--- config.mk ---
export PLATFORM = sky130hd
export DESIGN_NAME = pkunpack_unit
export DESIGN_NICKNAME = d
export VERILOG_FILES = /design/src/rtl/pku_pkg.sv /design/src/rtl/pku_lane16.sv /design/src/rtl/pku_lane8.sv /design/src/rtl/pku_select.sv /design/src/rtl/pku_outreg.sv /design/src/rtl/pkunpack_unit.sv
export SDC_FILE = /design/constraint.sdc
export NUM_CORES = 1
export LEC_CHECK = 0
export CAP_MARGIN = 5
export CORE_ASPECT_RATIO = 0.5
export CORE_MARGIN = 3
export CORE_UTILIZATION = 35
export CTS_CLUSTER_SIZE = 16
export DETAILED_ROUTE_END_ITERATION = 16
export DONT_BUFFER_PORTS = 1
export PLACE_DENSITY = 0.59
export SLEW_MARGIN = 20
export SYNTH_ARGS = -nofsm -noshare
export SYNTH_HDL_FRONTEND = slang
export SYNTH_HIERARCHICAL = 1
export SYNTH_SLANG_ARGS = --single-unit
--- constraint.sdc ---
create_clock -name clk -period 2.04 [get_ports clk]
set_input_delay 0.51 -clock clk [delete_from_list [all_inputs] [get_ports clk]]
set_output_delay 0.51 -clock clk [all_outputs]
set_load 0.03 [all_outputs]
--- src/rtl/pku_pkg.sv ---
package pku_pkg;
  localparam int WORD_W  = 32;
  localparam int NUM_SRC = 2;
  localparam int NUM_RES = 4;
  localparam int CNT_W   = $clog2(NUM_RES + 1);

  typedef enum logic [1:0] {
    SZ_ONE  = 2'b00,
    SZ_TWO  = 2'b01,
    SZ_BAD2 = 2'b10,
    SZ_BAD3 = 2'b11
  } src_size_e;

  function automatic logic op_is_wide(input logic [1:0] code);
    return code[1];
  endfunction

  function automatic logic op_is_unsigned(input logic [1:0] code);
    return ~code[0];
  endfunction
endpackage

--- src/rtl/pku_lane16.sv ---
module pku_lane16 #(
  parameter int WORD_W = 32
) (
  input  logic [WORD_W-1:0] src,
  input  logic              uns,
  output logic [WORD_W-1:0] r_lo,
  output logic [WORD_W-1:0] r_hi
);
  localparam int HALF = WORD_W / 2;

  logic [WORD_W-1:0] lo_top, hi_top;

  always_comb begin
    lo_top = {src[HALF-1:0], {HALF{1'b0}}};
    hi_top = {src[WORD_W-1:HALF], {HALF{1'b0}}};
    r_lo   = uns ? (lo_top >> 1) : lo_top;
    r_hi   = uns ? (hi_top >> 1) : hi_top;
  end
endmodule

--- src/rtl/pku_lane8.sv ---
module pku_lane8 #(
  parameter int WORD_W = 32,
  parameter int LANES  = WORD_W / 8
) (
  input  logic [WORD_W-1:0]             src,
  input  logic                          uns,
  output logic [LANES-1:0][WORD_W-1:0]  res
);
  localparam int LANE_W = WORD_W / LANES;

  for (genvar k = 0; k < LANES; k++) begin : g_byte
    logic [LANE_W-1:0] b;
    logic [WORD_W-1:0] placed, spread;
    always_comb begin
      b      = src[k*LANE_W +: LANE_W];
      placed = {b, {(WORD_W-LANE_W){1'b0}}};
      spread = {LANES{b}};
      res[k] = uns ? (spread >> 1) : placed;
    end
  end
endmodule

--- src/rtl/pku_select.sv ---
module pku_select
  import pku_pkg::*;
(
  input  logic [1:0]                       op,
  input  logic [1:0]                       size,
  input  logic [NUM_SRC-1:0][WORD_W-1:0]   src,
  output logic [NUM_RES-1:0][WORD_W-1:0]   res,
  output logic [CNT_W-1:0]                 cnt,
  output logic                             err
);
  logic                               uns;
  logic [NUM_RES-1:0][WORD_W-1:0]     wide_res;
  logic [NUM_RES-1:0][WORD_W-1:0]     narrow_res;

  assign uns = op_is_unsigned(op);

  for (genvar s = 0; s < NUM_SRC; s++) begin : g_wide
    pku_lane16 #(.WORD_W(WORD_W)) u_l16 (
      .src  (src[s]),
      .uns  (uns),
      .r_lo (wide_res[2*s]),
      .r_hi (wide_res[2*s+1])
    );
  end

  pku_lane8 #(.WORD_W(WORD_W), .LANES(NUM_RES)) u_l8 (
    .src (src[0]),
    .uns (uns),
    .res (narrow_res)
  );

  always_comb begin
    res = '0;
    cnt = '0;
    err = 1'b0;
    if (!op_is_wide(op)) begin
      res = narrow_res;
      cnt = CNT_W'(NUM_RES);
    end else begin
      unique case (src_size_e'(size))
        SZ_ONE: begin
          res[0] = wide_res[0];
          res[1] = wide_res[1];
          cnt    = CNT_W'(2);
        end
        SZ_TWO: begin
          res = wide_res;
          cnt = CNT_W'(NUM_RES);
        end
        default: err = 1'b1;
      endcase
    end
  end
endmodule

--- src/rtl/pku_outreg.sv ---
module pku_outreg
  import pku_pkg::*;
(
  input  logic                            clk,
  input  logic                            rst,
  input  logic                            in_valid,
  output logic                            in_ready,
  input  logic [NUM_RES-1:0][WORD_W-1:0]  d_res,
  input  logic [CNT_W-1:0]                d_cnt,
  input  logic                            d_err,
  output logic                            out_valid,
  input  logic                            out_ready,
  output logic [NUM_RES-1:0][WORD_W-1:0]  q_res,
  output logic [CNT_W-1:0]                q_cnt,
  output logic                            q_err
);
  logic take;

  assign in_ready = !out_valid || out_ready;
  assign take     = in_valid && in_ready;

  always_ff @(posedge clk) begin
    if (rst) begin
      out_valid <= 1'b0;
      q_res     <= '0;
      q_cnt     <= '0;
      q_err     <= 1'b0;
    end else if (take) begin
      out_valid <= 1'b1;
      q_res     <= d_res;
      q_cnt     <= d_cnt;
      q_err     <= d_err;
    end else if (out_ready) begin
      out_valid <= 1'b0;
    end
  end

  assert_accept_done_R9: assert property (@(posedge clk) disable iff (rst)
    take |=> out_valid);
  assert_drain_idle_R9: assert property (@(posedge clk) disable iff (rst)
    (!in_valid && out_ready) |=> !out_valid);
  assert_stall_hold_R10: assert property (@(posedge clk) disable iff (rst)
    (out_valid && !out_ready) |=> (out_valid && $stable(q_res) && $stable(q_cnt) && $stable(q_err)));
  assert_err_empty_R7: assert property (@(posedge clk) disable iff (rst)
    (out_valid && q_err) |-> (q_cnt == '0 && q_res == '0));
  assert_count_legal_R8: assert property (@(posedge clk) disable iff (rst)
    (out_valid && !q_err) |-> (q_cnt == CNT_W'(2) || q_cnt == CNT_W'(NUM_RES)));
  assert_tail_zero_R8: assert property (@(posedge clk) disable iff (rst)
    (out_valid && q_cnt == CNT_W'(2)) |-> (q_res[NUM_RES-1:2] == '0));
  assert_reset_clear_R11: assert property (@(posedge clk)
    rst |=> (!out_valid && !q_err && q_cnt == '0));
endmodule

--- src/rtl/pkunpack_unit.sv ---
module pkunpack_unit
  import pku_pkg::*;
(
  input  logic                       clk,
  input  logic                       rst,
  input  logic                       in_valid,
  output logic                       in_ready,
  input  logic [1:0]                 op,
  input  logic [1:0]                 size,
  input  logic [WORD_W-1:0]          src0,
  input  logic [WORD_W-1:0]          src1,
  output logic                       out_valid,
  input  logic                       out_ready,
  output logic [NUM_RES*WORD_W-1:0]  res_data,
  output logic [CNT_W-1:0]           res_count,
  output logic                       err
);
  logic [NUM_SRC-1:0][WORD_W-1:0] src_vec;
  logic [NUM_RES-1:0][WORD_W-1:0] nxt_res, q_res;
  logic [CNT_W-1:0]               nxt_cnt;
  logic                           nxt_err;

  assign src_vec = {src1, src0};

  pku_select u_sel (
    .op   (op),
    .size (size),
    .src  (src_vec),
    .res  (nxt_res),
    .cnt  (nxt_cnt),
    .err  (nxt_err)
  );

  pku_outreg u_reg (
    .clk       (clk),
    .rst       (rst),
    .in_valid  (in_valid),
    .in_ready  (in_ready),
    .d_res     (nxt_res),
    .d_cnt     (nxt_cnt),
    .d_err     (nxt_err),
    .out_valid (out_valid),
    .out_ready (out_ready),
    .q_res     (q_res),
    .q_cnt     (res_count),
    .q_err     (err)
  );

  assign res_data = q_res;
endmodule

==> results of run 1 <==
[state kept, by name, summed over array words and instances, names as in the netlist]
signal and count:
u_reg/out_valid 1, u_reg/q_err 1, u_reg/q_cnt 3, u_reg/q_res 128
[worst reg2reg max path: stages, from the launching register on]
cell	delay, ps
dfxtp_1	330
nand2b_4	190
buf_12	280
buf_4	270
nand3_1	130
a21oi_2	130
[final timing paths]
kind,depth (start not counted),endpoint,slack [ps]
setup / recovery,2,in_ready,240
hold / removal,1,u_reg/q_res[118]$_SDFFE_PP0P_,140
setup reg to reg,5,u_reg/q_res[51]$_SDFFE_PP0P_,640
hold reg to reg,2,u_reg/q_res[106]$_SDFFE_PP0P_,730
[stage by stage]
step	worst slack, ps	hold WS (ps)	util (%)	power, mW
floorplan	368	686	-	4.31
global placement	281	588	33.2	4.14
detailed placement	281	587	33.2	4.14
CTS	221	104	35.4	7.55
global route	177	103	35.4	7.79
finish	242	139	35.4	7.45
[final cells by class]
type / instances / area share [%]
Multi-Input combinational cell: 788 / 60.1
Sequential cell: 133 / 25.7
Tap cell: 391 / 4.73
Clock buffer: 20 / 4.41
Timing Repair Buffer: 25 / 3.14
Clock inverter: 12 / 1.71
Inverter: 3 / 0.181
[power groups by stage]
stage	combinational, mW	sequential (mW)	clock [mW]
final	1.07	3.03	3.35
after global routing	1.17	3.04	3.58
after CTS	1.07	3.03	3.45
after detailed placement	1.06	3.09	0
after global placement	1.05	3.08	0
after floorplan	1.27	3.04	0
[cells by family after synthesis]
family	Yosys count	synth area share (%)
mux	88	12.2
flops	133	25.4
compound gates	393	33.3
buf+inv	252	17.4
other cells	3	0.108
simple gates	246	11.6
[cells in the mapped netlist (2+ instances only)]
| cell type | instances |
|---|---|
| nand2_1 | 65 |
| buf_12 | 6 |
| nor2b_1 | 8 |
| clkbuf_1 | 32 |
| dfxtp_1 | 133 |
| a21oi_2 | 100 |
| a21oi_1 | 33 |
| buf_2 | 47 |
| buf_8 | 6 |
| a21bo_1 | 106 |
| a22o_1 | 64 |
| buf_6 | 21 |
| inv_1 | 2 |
| a21bo_2 | 26 |
| buf_4 | 131 |
| and2_1 | 37 |
| conb_1 | 3 |
| mux2_2 | 12 |
| o2bb2ai_1 | 64 |
| nand3_1 | 132 |
| buf_1 | 6 |
| mux2_4 | 76 |
[metal layers]
| layer | up-vias | GRT usage [%] | share of wire [%] |
|---|---|---|---|
| li1 | 3518 | - | - |
| met1 | 3572 | 22.4 | 44 |
| met2 | 191 | 27.8 | 47 |
| met3 | 35 | 5.86 | 6.5 |
| met4 | 0 | 6.23 | 2.4 |
| met5 | - | 0 | 0 |
==> results.toml, run 1 <==
[status]
outcome = "complete, no violations"

[die]
num_rows = 44
core_area_um2 = 29200
ios = 206
design.die.area_um2 = 32200
die_width_um = 251
start_util_pct = 35.8
dieHeight_um = 128

[logic_synthesis]
synth_top_area_share_pct = 25.4
synth_cells = 1115
synth-async-reset-ratio_pct = 0
synth-warning-count = 6
synth-seq-cells = 133
ys_seq_area_share_pct = 25.4
syn_avg_cell_area_um2 = 9.39
synth_top_area_cell = "dfxtp_1"
synth_area_um2 = 10500
synth-edff-count = 0
synth-main-ff-cell = "dfxtp_1"
synth_area_leaders = "dfxtp_1 (25%), mux2_4 (11%), a21bo_1 (10%)"
ys_types = 27

[placed_design]
postPlaceCellArea_um2 = 9710
placedCellCount = 1340
io_buffer_count = 0
dp_hpwl_um = 18900
gp_congestion = 0.800

[worst_setup_path]
worst_path_largest_cell_delay_ps = 330
path_cells = "nand2b_4 -> buf_12"
critPathTopFamily = "flip-flops"
slowest_stage = "dfxtp_1"
worstPathMaxFanout = 51
cp-start-kind = "flop"
r2r_start = "u_reg/out_valid$_SDFFE_PP0P_"
worstSetupPathType = "reg -> out"
critPathBufInv = 1
cp.required_ps = 1530
cp_data_arrival_time_ps = 1290
setup.worst_path.start = "u_reg/out_valid$_SDFFE_PP0P_"
crit_path_end_kind = "output pin"

[cts]
ctsHtreeMaxLevel = 4
clk_latency_ps = 440
clockRootBuffer = "clkbuf_16"
cts-hold-fix-buffers = 0
cts_tree = "built"
path_clk_slew_ps = 60
clkSinkCount = 133
cts_buffer_depth = 2
post-cts-setup-buffers = 0
numCtsBuffers = 17
cts_resized = 0

[pwr]
p_switching_mw = 2.06
p_clk_share_pct = 45.0
p_leak_nw = 3.78
power_frac_comb_pct = 14.4
seqPwrFrac_pct = 40.6
internal_power_mw = 5.39
irDropWorstVdd_uv = 486
powerDensity_nw_per_um2 = 720
swShare_pct = 27.7

[global_route]
gr-total-overflow = 0
antenna_found_initial = 0
grt_pass1_vias = 6994
grt_max_degree = 266
grt_util_all_layers_pct = 17.5
grt_pass1_wl_um = 43900

[timing]
period_share_pct = 88.2
setup_viol = 0
fin_skew_ps = 6.47
fmax_mhz = 556
rsz0062_at_grt = "false"
finalMaxSlewViolations = 0
tns_ps = 0
hold_violations = 0
fin_crit_ps = 1800

[layout]
final_cell_mix = "dfxtp_1 (133), nand3_1 (132), a21bo_1 (106)"
fillers = 2912
area_delta_synth_final_pct = -1.22
ff_latch_area_um2 = 2660
finish.cell_count_without_fillers = 1372
nets = 1040
n_antenna_cell = 0
design_area_um2 = 10300
drive_gt1_share_pct = 28.0
layout_commonest_cell = "dfxtp_1"
multiInputGateArea_um2 = 6220

[detailed_routing]
detail_route.wl_per_cell_um = 20.6
firstDrtPassIters = 5
drtAntennaViolNets = 0
vias = 7316
wirelength_um = 28300
drc = 0
drt_iter0_markers = 774
viasPerCell = 5.33

[job]
maxCapViolCount = 0

[min_path]
hp-start = "rst"
holdCritPathClass = "in -> reg"
(Power assumes the default switching activity.)
==> inputs of run 2 (changes only) <==
CAP_MARGIN = unset   (was 5)
SETUP_SLACK_MARGIN = 0.15   (was unset)
==> results of run 2 <==
The final DEF is identical to that of run 1; final timing and power are the same.
